### src/rtl/slice_pkg.sv
package slice_pkg;
  typedef enum logic [1:0] {
    MODE_LUT   = 2'b00,
    MODE_RAM   = 2'b01,
    MODE_SHIFT = 2'b10,
    MODE_RSVD  = 2'b11
  } fg_mode_e;

  // Field order fixes the control word layout (f_mode in the low bits).
  typedef struct packed {
    logic     y_srval;
    logic     x_srval;
    logic     y_bypass;
    logic     x_bypass;
    logic     y_reg;
    logic     x_reg;
    fg_mode_e g_mode;
    fg_mode_e f_mode;
  } slice_ctrl_t;

  localparam int CTRL_W = $bits(slice_ctrl_t);
  localparam logic [1:0] CFG_F    = 2'd0;
  localparam logic [1:0] CFG_G    = 2'd1;
  localparam logic [1:0] CFG_CTRL = 2'd2;
endpackage

### src/rtl/slice_fgen.sv
module slice_fgen
  import slice_pkg::*;
#(
  parameter int K = 4,
  localparam int DEPTH = 1 << K
) (
  input  logic             clk,
  input  logic             rst_n,
  input  fg_mode_e         mode,
  input  logic [K-1:0]     sel,
  input  logic             din,
  input  logic             we,
  input  logic             load,
  input  logic [DEPTH-1:0] load_word,
  output logic             out,
  output logic [DEPTH-1:0] word
);
  always_ff @(posedge clk or negedge rst_n) begin
    if (!rst_n) begin
      word <= '0;
    end else if (load) begin
      word <= load_word;
    end else if (we) begin
      case (mode)
        MODE_RAM:   word[sel] <= din;
        MODE_SHIFT: word <= {word[DEPTH-2:0], din};
        default:    word <= word;
      endcase
    end
  end

  // Table lookup, memory read and tap select share one index path.
  assign out = word[sel];
endmodule

### src/rtl/slice_store.sv
module slice_store (
  input  logic clk,
  input  logic rst_n,
  input  logic ce,
  input  logic sr,
  input  logic srval,
  input  logic bypass,
  input  logic gen_d,
  input  logic byp_d,
  output logic q
);
  logic d;
  assign d = bypass ? byp_d : gen_d;

  always_ff @(posedge clk or negedge rst_n) begin
    if (!rst_n)   q <= 1'b0;
    else if (sr)  q <= srval;
    else if (ce)  q <= d;
  end
endmodule

### src/rtl/slice_cfg.sv
module slice_cfg
  import slice_pkg::*;
#(
  parameter int K = 4,
  localparam int DEPTH = 1 << K
) (
  input  logic             clk,
  input  logic             rst_n,
  input  logic             cfg_valid,
  input  logic [1:0]       cfg_addr,
  input  logic [DEPTH-1:0] cfg_data,
  output logic             cfg_ready,
  output logic             f_load,
  output logic             g_load,
  output slice_ctrl_t      ctrl
);
  logic take;

  always_ff @(posedge clk or negedge rst_n) begin
    if (!rst_n) cfg_ready <= 1'b0;
    else        cfg_ready <= 1'b1;
  end

  assign take   = cfg_valid && cfg_ready;
  assign f_load = take && (cfg_addr == CFG_F);
  assign g_load = take && (cfg_addr == CFG_G);

  always_ff @(posedge clk or negedge rst_n) begin
    if (!rst_n)
      ctrl <= '0;
    else if (take && cfg_addr == CFG_CTRL)
      ctrl <= slice_ctrl_t'(cfg_data[CTRL_W-1:0]);
  end
endmodule

### src/rtl/lut_slice.sv
module lut_slice
  import slice_pkg::*;
#(
  parameter int K = 4,
  localparam int DEPTH = 1 << K
) (
  input  logic             clk,
  input  logic             rst_n,
  input  logic             cfg_valid,
  output logic             cfg_ready,
  input  logic [1:0]       cfg_addr,
  input  logic [DEPTH-1:0] cfg_data,
  input  logic [K-1:0]     f_in,
  input  logic [K-1:0]     g_in,
  input  logic             bx,
  input  logic             by,
  input  logic             we,
  input  logic             ce,
  input  logic             sr,
  input  logic             f5_sel,
  output logic             x_o,
  output logic             y_o,
  output logic             f5_o
);
  slice_ctrl_t      ctrl;
  logic             f_load, g_load;
  logic [DEPTH-1:0] f_word, g_word;
  logic             xq, yq;

  logic [1:0][K-1:0]     gen_sel;
  logic [1:0]            gen_din, gen_load, gen_out, gen_q;
  logic [1:0]            gen_reg, gen_byp, gen_srval;
  fg_mode_e              gen_mode [2];
  logic [1:0][DEPTH-1:0] gen_word;

  slice_cfg #(.K(K)) u_cfg (
    .clk(clk), .rst_n(rst_n), .cfg_valid(cfg_valid), .cfg_addr(cfg_addr),
    .cfg_data(cfg_data), .cfg_ready(cfg_ready), .f_load(f_load),
    .g_load(g_load), .ctrl(ctrl)
  );

  assign gen_sel   = {g_in, f_in};
  assign gen_din   = {by, bx};
  assign gen_load  = {g_load, f_load};
  assign gen_reg   = {ctrl.y_reg, ctrl.x_reg};
  assign gen_byp   = {ctrl.y_bypass, ctrl.x_bypass};
  assign gen_srval = {ctrl.y_srval, ctrl.x_srval};
  assign gen_mode[0] = ctrl.f_mode;
  assign gen_mode[1] = ctrl.g_mode;

  for (genvar i = 0; i < 2; i++) begin : g_gen
    slice_fgen #(.K(K)) u_fg (
      .clk(clk), .rst_n(rst_n), .mode(gen_mode[i]), .sel(gen_sel[i]),
      .din(gen_din[i]), .we(we), .load(gen_load[i]), .load_word(cfg_data),
      .out(gen_out[i]), .word(gen_word[i])
    );
    slice_store u_st (
      .clk(clk), .rst_n(rst_n), .ce(ce), .sr(sr), .srval(gen_srval[i]),
      .bypass(gen_byp[i]), .gen_d(gen_out[i]), .byp_d(gen_din[i]),
      .q(gen_q[i])
    );
  end

  assign f_word = gen_word[0];
  assign g_word = gen_word[1];
  assign xq     = gen_q[0];
  assign yq     = gen_q[1];

  assign x_o  = gen_reg[0] ? xq : gen_out[0];
  assign y_o  = gen_reg[1] ? yq : gen_out[1];
  assign f5_o = f5_sel ? gen_out[1] : gen_out[0];
endmodule

### config.mk
export PLATFORM = sky130hd
export DESIGN_NAME = lut_slice
export DESIGN_NICKNAME = d
export VERILOG_FILES = /design/src/rtl/slice_pkg.sv /design/src/rtl/slice_fgen.sv /design/src/rtl/slice_store.sv /design/src/rtl/slice_cfg.sv /design/src/rtl/lut_slice.sv
export SDC_FILE = /design/constraint.sdc
export NUM_CORES = 1
export LEC_CHECK = 0
export ABC_AREA = 0
export BUFFER_PORTS_ARGS = -buffer_cell sky130_fd_sc_hd__clkbuf_2
export CORE_ASPECT_RATIO = 0.8
export CORE_MARGIN = 5
export CORE_UTILIZATION = 45
export DETAILED_ROUTE_END_ITERATION = 7
export SLEW_MARGIN = 5
export SYNTH_ARGS = -nofsm -noshare
export SYNTH_HDL_FRONTEND = slang
export SYNTH_HIERARCHICAL = 1
export SYNTH_SLANG_ARGS = --single-unit
### constraint.sdc
create_clock -name clk -period 3.5 [get_ports clk]
set_input_delay 0 -clock clk [delete_from_list [all_inputs] [get_ports clk]]
set_output_delay 0 -clock clk [all_outputs]
set_load 0.05 [all_outputs]
==> impl_metrics.toml <==
[synth]
synth.top_cell.area_share_pct = 31.3
synth_edf_count = 0
yosys.area.top_type = "dfrtp_1"
syn_area_sq_um = 3600
synth-main-ff-cell = "dfrtp_1"
synth_common_cells = "70 x a21oi_1, 45 x dfrtp_1, 38 x nor2b_1"
syn_inst = 368
synth_most_common_cell = "a21oi_1"
synth.distinct_cells = 33
ys_warn_count = 6
synth_area_leaders = "dfrtp_1 31%, mux2_4 13%, a21oi_1 9.7%, nor2b_1 6.6%, a21oi_2 5.4%"
avgSynthCellArea_sq_um = 9.79
synth_nets = 403
async_reset_ff_share_pct = 100
yosysSeqAreaShare_pct = 31.3
synth-seq-cells = 45

[global_route]
grt_pass1_wl_mm = 15.0
grt-ovfl-total = 0
grt_max_degree = 34
track_usage_pct = 19.2
grt_pass1_vias = 2885
antenna_found_initial = 0

[routing]
wl_per_cell_um = 17.9
via_per_inst = 5.71
drc_errors = 0
first_pass_iters = 4
num_vias = 2863
drt-initial-drc-count = 177
ant_nets = 0
drt-total-wl_mm = 8.95

[critical_path]
reg2reg_depth = 6
crit_start = "g_gen[1].u_fg/word[7]$_DFFE_PN0P_"
crit_family = "multiplexers"
slowest_stage = "mux4_2"
rrSetupSlack_ns = 1.37
endpoint = "y_o"
max_stage_delay_ns = 0.51
crit_type = "flip-flop to output port"
required_ns = 3.50
cp-end-kind = "output port"
worstSetupStartpointType = "flip-flop"
critPathArrivalTime_ns = 2.15
worstPathMaxFanout = 3
path_cells = "mux4_2, a22oi_1, nand2_1, mux2_1, clkbuf_2"
path_depth = 5
r2r_start = "u_cfg/cfg_ready$_DFF_PN0_"
r2r-end = "g_gen[1].u_fg/word[1]$_DFFE_PN0P_"
path_buf_inv = 1

[cts]
clockBufferDepth = 2
clk_pin_slew_ns = 0.08
clk-insertion-delay-late_ns = 0.30
cts_tree = "done"
postCtsSetupBuffers = 0
clock_sinks = 45
cts_buffers = 5
h-tree-depth = 2
clockRootBuffer = "clkbuf_8"

[floorplanning]
die-width_um = 110
core-area_sq_um = 7870
fp.dieH_um = 90.0
pin_count = 39
die_area_sq_um = 9900
start_util_pct = 45.7
rows = 29

[place]
dp_hpwl_mm = 6.29
gp_congestion = 0.879
dp_slack_ns = 1.42
io_buffers = 38

[pwr]
cellPowerDensity_nw_per_um2 = 516
power_uw = 2030
p_leak_uw = 0.00160
peakVddDrop_mv = 0.221

[min_path]
worstHoldPathCells = 2
hp-class = "input pin to flip-flop"

[timing]
max_freq_mhz = 465
tns_ns = 0
slew_violations = 0
min_period_over_period_pct = 61.4
worstMarginPinSlew_ns = 0.997
setup_viol = 0
slew_headroom_pct = 33.5
hold_viol = 0
rsz0062_at_grt = "false"
finClkSkew_ns = 0.00784
period_minus_slack_ns = 2.15
layout_setup_ws_ns = 1.35

[flow_run]
maxCapViolCount = 0

[layout]
drive_above_1_share_pct = 33.6
n_antenna_cell = 0
num-nets-final = 428
area_growth_pct = 9.31

[run_status]
outcome = "finished clean"
==> state kept, by name, summed over array words and instances (netlist names) <==
name / count
g_gen.u_fg/word: 32
u_cfg/ctrl: 10
g_gen.u_st/q: 2
u_cfg/cfg_ready: 1
==> where the power goes <==
group          leakage, uW  internal [uW]  switching [uW]
clock            0.0000443            157             177
sequential        0.000585            700             159
combinational     0.000970            428             409
total              0.00160           1280             745
==> worst register-to-register path: stages, from the launching register on <==
cell     delay [ns]
dfrtp_1        0.40
nand2_1        0.12
nor3b_2        0.05
buf_4          0.23
a21oi_2        0.77
a21oi_1        0.11
mux2_1         0.35
==> area by class of cell <==
cell class	count	area (sq um)
sequential	45	1130
timing repair buffer	53	330
multi-input combinational	288	2260
fill	736	3940
tap	108	135
clock buffer	7	86.3
==> worst min-delay path by stage <==
stage	to	startpoint	slack, ns
detailed placement	g_gen[0].u_fg/word[13]$_DFFE_PN0P_	rst_n	-0.07
global route	u_cfg/ctrl[7]$_DFFE_PN0P_	cfg_data[7]	0.002
CTS	u_cfg/ctrl[7]$_DFFE_PN0P_	cfg_data[7]	0.008
finish	u_cfg/ctrl[7]$_DFFE_PN0P_	cfg_data[7]	0.01
floorplan	g_gen[0].u_fg/word[0]$_DFFE_PN0P_	rst_n	-0.30
global placement	g_gen[0].u_fg/word[12]$_DFFE_PN0P_	rst_n	-0.07
==> layer usage <==
layer  up-vias  global-route usage [%]  wire length, um
met1      1377                    30.1             4470
met2        91                    26.5             3750
li1       1382                       -                -
met5         -                       0                0
met4         0                    5.40              142
met3        13                    3.80              582
==> logic make-up after synthesis <==
family                    share of synthesized area (%)
and+or+nand+nor                                    21.1
AOI/OAI and AO/OA                                  17.2
muxes                                              23.5
DFF                                                31.3
buffers and inverters                              6.29
xor gates and xnor gates                          0.487
other                                             0.104
==> placed cells by master (no fill, tap or decap), drive strengths merged, types with 4 or more instances in the layout <==
| master | n |
|---|---|
| dlygate4sd3 | 11 |
| nand4 | 30 |
| and2 | 4 |
| nor2 | 6 |
| nand2 | 35 |
| dfrtp | 45 |
| nor2b | 40 |
| a21oi | 92 |
| mux2 | 47 |
| a22oi | 4 |
| clkbuf | 45 |
| mux4 | 8 |
| buf | 4 |
==> what timing repair did <==
action                    4_1_cts  5_1_grt
hold endpoints to repair       26        0
hold buffers                   11        0
resized for setup               0        0
==> through the flow <==
stage | util [%] | instance area, sq um | cells | hold slack [ns]
after floorplan | - | 3600 | 368 | -0.296
after global placement | 47.5 | 3740 | 483 | -0.0715
after detailed placement | 47.5 | 3740 | 483 | -0.0722
after CTS | 50.0 | 3940 | 501 | 0.00766
after global routing | 50.0 | 3940 | 501 | 0.00209
final | 50.0 | 3940 | 501 | 0.0126
No activity file was read; power rests on OpenSTA's default activity.
